### config.mk
export PLATFORM = sky130hd
export DESIGN_NAME = pixreg_hitbuf
export DESIGN_NICKNAME = d
export VERILOG_FILES = /design/src/rtl/pixreg_pkg.sv /design/src/rtl/pixreg_evt_ctl.sv /design/src/rtl/pixreg_slot_pool.sv /design/src/rtl/pixreg_read_q.sv /design/src/rtl/pixreg_hitbuf.sv
export SDC_FILE = /design/constraint.sdc
export NUM_CORES = 1
export LEC_CHECK = 0
export ABC_AREA = 1
export CORE_MARGIN = 5
export CORE_UTILIZATION = 28
export CTS_CLUSTER_SIZE = 12
export DETAILED_ROUTE_END_ITERATION = 6
export PLACE_DENSITY = 0.49
export SYNTH_ARGS = -nofsm -noshare
export SYNTH_HDL_FRONTEND = slang
export SYNTH_SLANG_ARGS = --single-unit
### constraint.sdc
create_clock -name clk -period 3.45 [get_ports clk]
set_input_delay 0.5175 -clock clk [delete_from_list [all_inputs] [get_ports clk]]
set_output_delay 0.5175 -clock clk [all_outputs]
set_load 0.005 [all_outputs]
### src/rtl/pixreg_pkg.sv
package pixreg_pkg;
    typedef enum logic [1:0] {
        SLOT_FREE  = 2'd0,
        SLOT_PEND  = 2'd1,
        SLOT_READY = 2'd2
    } slot_state_e;
endpackage

### src/rtl/pixreg_evt_ctl.sv
module pixreg_evt_ctl #(
    parameter int NPIX  = 4,
    parameter int NSLOT = 5,
    parameter int SW    = $clog2(NSLOT)
) (
    input  logic             clk,
    input  logic             rst_n,
    input  logic [NPIX-1:0]  disc,
    input  logic [NSLOT-1:0] free_vec,
    output logic             alloc,
    output logic [SW-1:0]    alloc_idx,
    output logic [SW-1:0]    wr_slot,
    output logic [NPIX-1:0]  pix_init,
    output logic [NPIX-1:0]  pix_inc,
    output logic             overflow
);
    typedef struct packed {
        logic [NPIX-1:0] prev;
        logic [NPIX-1:0] active;
        logic [NPIX-1:0] joined;
        logic            open;
        logic [SW-1:0]   oslot;
        logic            ovf;
    } evt_t;

    evt_t q, d;
    logic [NPIX-1:0] rise;
    logic            cur_open;

    always_comb begin
        d         = q;
        rise      = disc & ~q.prev;
        alloc_idx = '0;
        for (int s = NSLOT-1; s >= 0; s--) begin
            if (free_vec[s]) alloc_idx = SW'(s);
        end
        alloc    = !q.open && (|rise) && (|free_vec);
        cur_open = q.open || alloc;
        wr_slot  = alloc ? alloc_idx : q.oslot;
        pix_init = cur_open ? (rise & ~q.joined) : '0;
        pix_inc  = q.active & disc;
        d.prev   = disc;
        d.active = pix_inc | pix_init;
        d.joined = q.joined | pix_init;
        d.open   = cur_open && (|d.active);
        d.oslot  = wr_slot;
        if (!d.open) d.joined = '0;
        if (!q.open && (|rise) && !(|free_vec)) d.ovf = 1'b1;
    end

    always_ff @(posedge clk) begin
        if (!rst_n) q <= '0;
        else        q <= d;
    end

    assign overflow = q.ovf;


    ovf_sticky_chk: assert property (@(posedge clk) disable iff (!rst_n)
        q.ovf |=> q.ovf);


    alloc_free_chk: assert property (@(posedge clk) disable iff (!rst_n)
        alloc |-> free_vec[alloc_idx]);


    inc_target_chk: assert property (@(posedge clk) disable iff (!rst_n)
        (|pix_inc) |-> !free_vec[wr_slot]);
endmodule

### src/rtl/pixreg_slot_pool.sv
module pixreg_slot_pool
    import pixreg_pkg::*;
#(
    parameter int NPIX  = 4,
    parameter int NSLOT = 5,
    parameter int TOTW  = 4,
    parameter int LATW  = 8,
    parameter int SW    = $clog2(NSLOT)
) (
    input  logic                 clk,
    input  logic                 rst_n,
    input  logic                 alloc,
    input  logic [SW-1:0]        alloc_idx,
    input  logic [LATW-1:0]      latency,
    input  logic [SW-1:0]        wr_slot,
    input  logic [NPIX-1:0]      pix_init,
    input  logic [NPIX-1:0]      pix_inc,
    input  logic                 trig,
    input  logic                 pop,
    input  logic [SW-1:0]        pop_idx,
    output logic [NSLOT-1:0]     free_vec,
    output logic [NSLOT-1:0]     match,
    output logic [NPIX*TOTW-1:0] pop_tot
);
    localparam logic [TOTW-1:0] TOT_NONE = '1;
    localparam logic [TOTW-1:0] TOT_MAX  = TOT_NONE - TOTW'(1);
    localparam logic [TOTW-1:0] TOT_ONE  = TOTW'(1);

    typedef struct packed {
        slot_state_e                st;
        logic [LATW-1:0]            cnt;
        logic [NPIX-1:0][TOTW-1:0]  tot;
    } slot_t;

    slot_t [NSLOT-1:0] q, d;

    always_comb begin
        d     = q;
        match = '0;
        for (int s = 0; s < NSLOT; s++) begin
            case (q[s].st)
                SLOT_FREE: begin
                    if (alloc && alloc_idx == SW'(s)) begin
                        d[s].st  = SLOT_PEND;
                        d[s].cnt = latency;
                        for (int p = 0; p < NPIX; p++)
                            d[s].tot[p] = pix_init[p] ? TOT_ONE : TOT_NONE;
                    end
                end
                SLOT_PEND: begin
                    if (q[s].cnt == '0) begin
                        if (trig) begin
                            d[s].st  = SLOT_READY;
                            match[s] = 1'b1;
                        end else begin
                            d[s].st = SLOT_FREE;
                        end
                    end else begin
                        d[s].cnt = q[s].cnt - LATW'(1);
                    end
                    if (wr_slot == SW'(s)) begin
                        for (int p = 0; p < NPIX; p++) begin
                            if (pix_init[p])
                                d[s].tot[p] = TOT_ONE;
                            else if (pix_inc[p] && q[s].tot[p] != TOT_MAX)
                                d[s].tot[p] = q[s].tot[p] + TOTW'(1);
                        end
                    end
                end
                SLOT_READY: begin
                    if (pop && pop_idx == SW'(s)) d[s].st = SLOT_FREE;
                end
                default: d[s].st = SLOT_FREE;
            endcase
        end
    end

    always_ff @(posedge clk) begin
        if (!rst_n) begin
            for (int s = 0; s < NSLOT; s++) begin
                q[s].st  <= SLOT_FREE;
                q[s].cnt <= '0;
                q[s].tot <= '1;
            end
        end else begin
            q <= d;
        end
    end

    always_comb begin
        pop_tot = '0;
        if (int'(pop_idx) < NSLOT) pop_tot = q[pop_idx].tot;
    end

    generate
        for (genvar gs = 0; gs < NSLOT; gs++) begin : g_slot
            assign free_vec[gs] = (q[gs].st == SLOT_FREE);


            ready_on_trig_chk: assert property (@(posedge clk) disable iff (!rst_n)
                $rose(q[gs].st == SLOT_READY) |-> $past(trig));


            pop_ready_chk: assert property (@(posedge clk) disable iff (!rst_n)
                (pop && pop_idx == SW'(gs)) |-> (q[gs].st == SLOT_READY));

            for (genvar gp = 0; gp < NPIX; gp++) begin : g_pix

                tot_nonzero_chk: assert property (@(posedge clk) disable iff (!rst_n)
                    (q[gs].st != SLOT_FREE) |-> (q[gs].tot[gp] != '0));
            end
        end
    endgenerate
endmodule

### src/rtl/pixreg_read_q.sv
module pixreg_read_q #(
    parameter int NPIX  = 4,
    parameter int NSLOT = 5,
    parameter int TOTW  = 4,
    parameter int ADDRW = 6,
    parameter int SW    = $clog2(NSLOT),
    parameter int WW    = ADDRW + NPIX*TOTW + SW
) (
    input  logic                 clk,
    input  logic                 rst_n,
    input  logic [NSLOT-1:0]     match,
    input  logic                 tok_in,
    input  logic [ADDRW-1:0]     region_addr,
    input  logic [NPIX*TOTW-1:0] head_tot,
    output logic [SW-1:0]        head_idx,
    output logic                 pop,
    output logic                 tok_out,
    output logic                 rd_valid,
    output logic [WW-1:0]        rd_word
);
    localparam logic [SW:0] DEPTH = (SW+1)'(NSLOT);

    typedef struct packed {
        logic [NSLOT-1:0][SW-1:0] mem;
        logic [SW-1:0]            wp;
        logic [SW-1:0]            rp;
        logic [SW:0]              cnt;
        logic                     vld;
        logic [WW-1:0]            word;
    } rq_t;

    rq_t q, d;
    logic          push;
    logic [SW-1:0] push_idx;

    always_comb begin
        d        = q;
        push     = |match;
        push_idx = '0;
        for (int s = 0; s < NSLOT; s++) begin
            if (match[s]) push_idx = SW'(s);
        end
        head_idx = q.mem[q.rp];
        pop      = tok_in && (q.cnt != '0);
        if (push) begin
            d.mem[q.wp] = push_idx;
            d.wp = (q.wp == SW'(NSLOT-1)) ? '0 : q.wp + SW'(1);
        end
        if (pop) d.rp = (q.rp == SW'(NSLOT-1)) ? '0 : q.rp + SW'(1);
        d.cnt  = q.cnt + (push ? (SW+1)'(1) : '0) - (pop ? (SW+1)'(1) : '0);
        d.vld  = pop;
        d.word = pop ? {region_addr, head_tot, head_idx} : '0;
    end

    always_ff @(posedge clk) begin
        if (!rst_n) q <= '0;
        else        q <= d;
    end

    assign tok_out  = tok_in && (q.cnt == '0);
    assign rd_valid = q.vld;
    assign rd_word  = q.word;


    fifo_room_chk: assert property (@(posedge clk) disable iff (!rst_n)
        push |-> (q.cnt < DEPTH));


    one_match_chk: assert property (@(posedge clk) disable iff (!rst_n)
        $countones(match) <= 1);
endmodule

### src/rtl/pixreg_hitbuf.sv
module pixreg_hitbuf #(
    parameter int NPIX  = 4,
    parameter int NSLOT = 5,
    parameter int TOTW  = 4,
    parameter int LATW  = 8,
    parameter int ADDRW = 6
) (
    input  logic                                       clk,
    input  logic                                       rst_n,
    input  logic [NPIX-1:0]                            disc,
    input  logic                                       trig,
    input  logic [LATW-1:0]                            latency,
    input  logic [ADDRW-1:0]                           region_addr,
    input  logic                                       tok_in,
    output logic                                       tok_out,
    output logic                                       rd_valid,
    output logic [ADDRW+NPIX*TOTW+$clog2(NSLOT)-1:0]   rd_word,
    output logic                                       overflow,
    output logic                                       region_busy
);
    localparam int SW = $clog2(NSLOT);

    logic                 alloc;
    logic [SW-1:0]        alloc_idx;
    logic [SW-1:0]        wr_slot;
    logic [NPIX-1:0]      pix_init;
    logic [NPIX-1:0]      pix_inc;
    logic [NSLOT-1:0]     free_vec;
    logic [NSLOT-1:0]     match;
    logic [NPIX*TOTW-1:0] head_tot;
    logic [SW-1:0]        head_idx;
    logic                 pop;

    pixreg_evt_ctl #(.NPIX(NPIX), .NSLOT(NSLOT), .SW(SW)) u_evt (
        .clk(clk), .rst_n(rst_n), .disc(disc), .free_vec(free_vec),
        .alloc(alloc), .alloc_idx(alloc_idx), .wr_slot(wr_slot),
        .pix_init(pix_init), .pix_inc(pix_inc), .overflow(overflow)
    );

    pixreg_slot_pool #(.NPIX(NPIX), .NSLOT(NSLOT), .TOTW(TOTW), .LATW(LATW), .SW(SW)) u_pool (
        .clk(clk), .rst_n(rst_n), .alloc(alloc), .alloc_idx(alloc_idx),
        .latency(latency), .wr_slot(wr_slot), .pix_init(pix_init),
        .pix_inc(pix_inc), .trig(trig), .pop(pop), .pop_idx(head_idx),
        .free_vec(free_vec), .match(match), .pop_tot(head_tot)
    );

    pixreg_read_q #(.NPIX(NPIX), .NSLOT(NSLOT), .TOTW(TOTW), .ADDRW(ADDRW), .SW(SW)) u_rdq (
        .clk(clk), .rst_n(rst_n), .match(match), .tok_in(tok_in),
        .region_addr(region_addr), .head_tot(head_tot), .head_idx(head_idx),
        .pop(pop), .tok_out(tok_out), .rd_valid(rd_valid), .rd_word(rd_word)
    );

    assign region_busy = ~(&free_vec);


    rd_after_tok_chk: assert property (@(posedge clk) disable iff (!rst_n)
        rd_valid |-> $past(tok_in));


    busy_after_alloc_chk: assert property (@(posedge clk) disable iff (!rst_n)
        alloc |=> region_busy);


    tok_block_chk: assert property (@(posedge clk) disable iff (!rst_n)
        pop |-> !tok_out);
endmodule

==> results.py <==
metrics = {
    "placement": {
        "portBuffers": 50,
        "gp_congestion": 0.8544,
        "place_inst": 2218,
        "dpl.hpwl_mm": 24.38,
        "pre_cts_ws_ps": 589.2,
    },
    "drt": {
        "via_per_inst": 4.826,
        "wl_met1_mm": 16.39,
        "dr.pass1.iters": 5,
        "via_count": 10853,
        "ant_nets": 0,
        "drc": 0,
        "drtIter0Drc": 748,
        "totalWireLength_mm": 34.28,
        "routed-wl-met3_mm": 1.459,
        "wl_met2_mm": 15.73,
        "routed.top_layer": "met4",
        "post_drt_wl_per_cell_um": 15.24,
    },
    "pwr": {
        "p_clk_share_pct": 22.5,
        "p_int_mw": 5.663,
        "powerDensity_nw_per_um2": 755.2,
        "swShare_pct": 42.78,
        "p_comb_share_pct": 44.4,
        "irDropWorstVdd_mv": 0.3160,
        "seqPwrFrac_pct": 33.1,
        "power_switching_mw": 4.234,
        "leakage_nw": 6.129,
    },
    "setup_path": {
        "crit_path_end_kind": "register",
        "crit_buf_inv": 1,
        "path_max_fanout": 23,
        "start_kind": "register",
        "required_ps": 3810,
        "worstPathArrival_ps": 2920,
        "cpMostUsedCell": "nand2_1",
        "slowest_stage": "dfxtp_1",
        "crit_type": "register to register",
        "cp_top_family": "simple AND/OR/NAND/NOR gates",
        "path_cells": "nand2_1 -> nand3_1 -> nand3_1 -> nand2_4 -> inv_2 -> nor2_4 -> nand2_1 -> nand2_1 -> o21ai_1 -> a21oi_1",
        "slowest_delay_ps": 570,
    },
    "clock_network": {
        "cts.sinks": 198,
        "cts_hold_buf": 0,
        "path_clk_slew_ps": 70,
        "post_cts_resized": 0,
        "cts_tree": "done",
        "clock_latency_ps": 470,
        "cts_made_buffers": 17,
        "ctsHtreeMaxLevel": 4,
        "post_cts_buffers": 0,
        "clockRootBuffer": "clkbuf_16",
        "cts_max_path_buffers": 2,
    },
    "floorplan": {
        "die_x_um": 214.2,
        "die_area_sq_um": 45890,
        "coreArea_sq_um": 41020,
        "boundaryPins": 51,
        "initial_core_util_pct": 28.47,
        "rows": 74,
        "dieHeight_um": 214.2,
    },
    "finish": {
        "drive_gt1_share_pct": 7.338,
        "syn_to_final_growth_pct": 12.21,
        "stdcell_count": 2249,
        "final_common_cell": "nand2_1",
        "diodes": 0,
        "final_cell_mix": "nand2_1 (404), nand3_1 (284), dfxtp_1 (198)",
        "final_nets": 1787,
    },
    "synthesis": {
        "synth_nets": 1787,
        "syn_area_sq_um": 11680,
        "synth-seq-cells": 198,
        "ys_warn_count": 0,
        "synthCells": 1705,
        "ys_seq_area_share_pct": 33.94,
        "synth_edf_count": 0,
        "synth_flop_cell": "dfxtp_1",
        "synth_cell_types": 43,
        "syn_area_per_cell_sq_um": 6.850,
        "async_reset_ff_share_pct": 0,
    },
    "timing": {
        "post-route-min-period_ps": 2555,
        "worst_slack_ps": 895.4,
        "slew_headroom_pct": 49.76,
        "rsz0062_at_grt": "no",
        "worstMarginPinSlew_ps": 750.2,
        "clock_skew_ps": 14.03,
        "setup_viol": 0,
        "fmax_mhz": 391.4,
        "report.final.hold_viol_count": 0,
        "fin_tns_setup_ps": 0,
        "min_period_over_period_pct": 74.05,
        "drv_slew": 0,
    },
    "global_routing": {
        "grt-ovfl-total": 0,
        "grt_max_degree": 53,
        "antenna_found_initial": 0,
        "grt_pass1_wl_mm": 55.19,
        "grt_use_total_pct": 14.72,
        "grt_pass1_vias": 10297,
    },
    "hold_path": {
        "holdCritPathClass": "register to register",
    },
    "status": {
        "status": "complete, no violations",
    },
    "job": {
        "drv_cap": 0,
    },
}
[layer usage]
metal / vias up / GRT usage [%]
li1: 5540 / -
met1: 5032 / 19.47
met2: 240 / 24.57
met3: 41 / 2.682
met4: 0 / 4.402
met5: - / 0
[cell type report]
class | instances | area [sq um]
clock buffer | 19 | 452.9
clock inverter | 12 | 177.7
fill | 4428 | 27910
inverter | 167 | 629.4
multi-input combinational | 1248 | 6545
sequential | 198 | 3964
tap | 532 | 665.6
timing repair buffer | 73 | 670.6
[worst min-delay path: cells and delay by family, from the launching register on]
family | cells | cell delay [ps]
flip-flops | 1 | 310
AO/OA/AOI/OAI | 1 | 50
AND/OR/NAND/NOR | 1 | 60
[per-stage QoR]
stage | util (%) | power (mW) | hold WS [ps] | area, sq um
2_1_floorplan | - | 6.540 | 440.4 | 11680
3_3_place_gp | 30.41 | 7.689 | 462.8 | 12470
3_5_place_dp | 30.41 | 7.729 | 458.9 | 12470
4_1_cts | 31.95 | 9.988 | 469.7 | 13110
5_1_grt | 31.95 | 10.71 | 503.8 | 13110
6_report | 31.95 | 9.897 | 465.8 | 13110
[cells by family after synthesis]
| kind of cell | share of synthesized area (%) |
|---|---|
| compound gates | 11.88 |
| xor+xnor | 4.500 |
| fa+ha+maj | 6.492 |
| simple gates | 33.17 |
| flops | 33.94 |
| buf+inv | 10.02 |
[power groups by stage]
| stage | Sequential [mW] | Clock (mW) | Combinational, mW |
|---|---|---|---|
| finish | 3.28 | 2.22 | 4.39 |
| floorplan | 3.18 | 0 | 3.36 |
| global placement | 3.32 | 0 | 4.37 |
| global route | 3.36 | 2.36 | 4.99 |
| detailed placement | 3.32 | 0 | 4.40 |
| CTS | 3.28 | 2.29 | 4.42 |
[synth_stat cells, types with 2 or more instances]
cell type / count / share of area [%]
buf_6: 5 / 0.48
nand4_1: 7 / 0.37
o211ai_1: 3 / 0.19
nor3_1: 12 / 0.51
nor2_1: 127 / 4.1
o21ai_1: 9 / 0.39
o21ai_0: 70 / 3.0
xor2_1: 27 / 2.0
a21oi_2: 3 / 0.23
nor2_2: 6 / 0.32
nand2_2: 17 / 0.91
buf_4: 35 / 2.2
xnor2_1: 33 / 2.5
dfxtp_1: 198 / 34
nand2_4: 6 / 0.58
nor2_8: 2 / 0.34
o21a_1: 3 / 0.19
nand2_1: 404 / 13
inv_1: 137 / 4.4
nand3_1: 284 / 12
nor2_4: 4 / 0.39
clkbuf_1: 28 / 0.90
a211oi_1: 12 / 0.77
a31oi_1: 21 / 1.1
inv_2: 26 / 0.84
buf_2: 21 / 0.90
clkinv_1: 3 / 0.096
ha_1: 59 / 6.3
buf_1: 3 / 0.096
a21oi_1: 127 / 5.4
[state kept, by name, indices dropped and copies added, names as in the netlist]
name,cells
u_rdq.rd_valid,1
u_pool.q,130
u_evt.overflow,1
u_evt.q,16
u_rdq.rd_word,25
u_rdq.q,25
[path summary, 6_finish.rpt]
kind               start                 to  slack (ps)  cells after the start
min          u_rdq.q[50]        u_rdq.q[50]         470                      2
min reg2reg  u_rdq.q[50]        u_rdq.q[50]         470                      2
max reg2reg  u_rdq.q[30]  u_rdq.rd_word[16]         900                     10
max          u_rdq.q[30]  u_rdq.rd_word[16]         900                     10
Note: power is estimated with default switching activity, not from simulation.
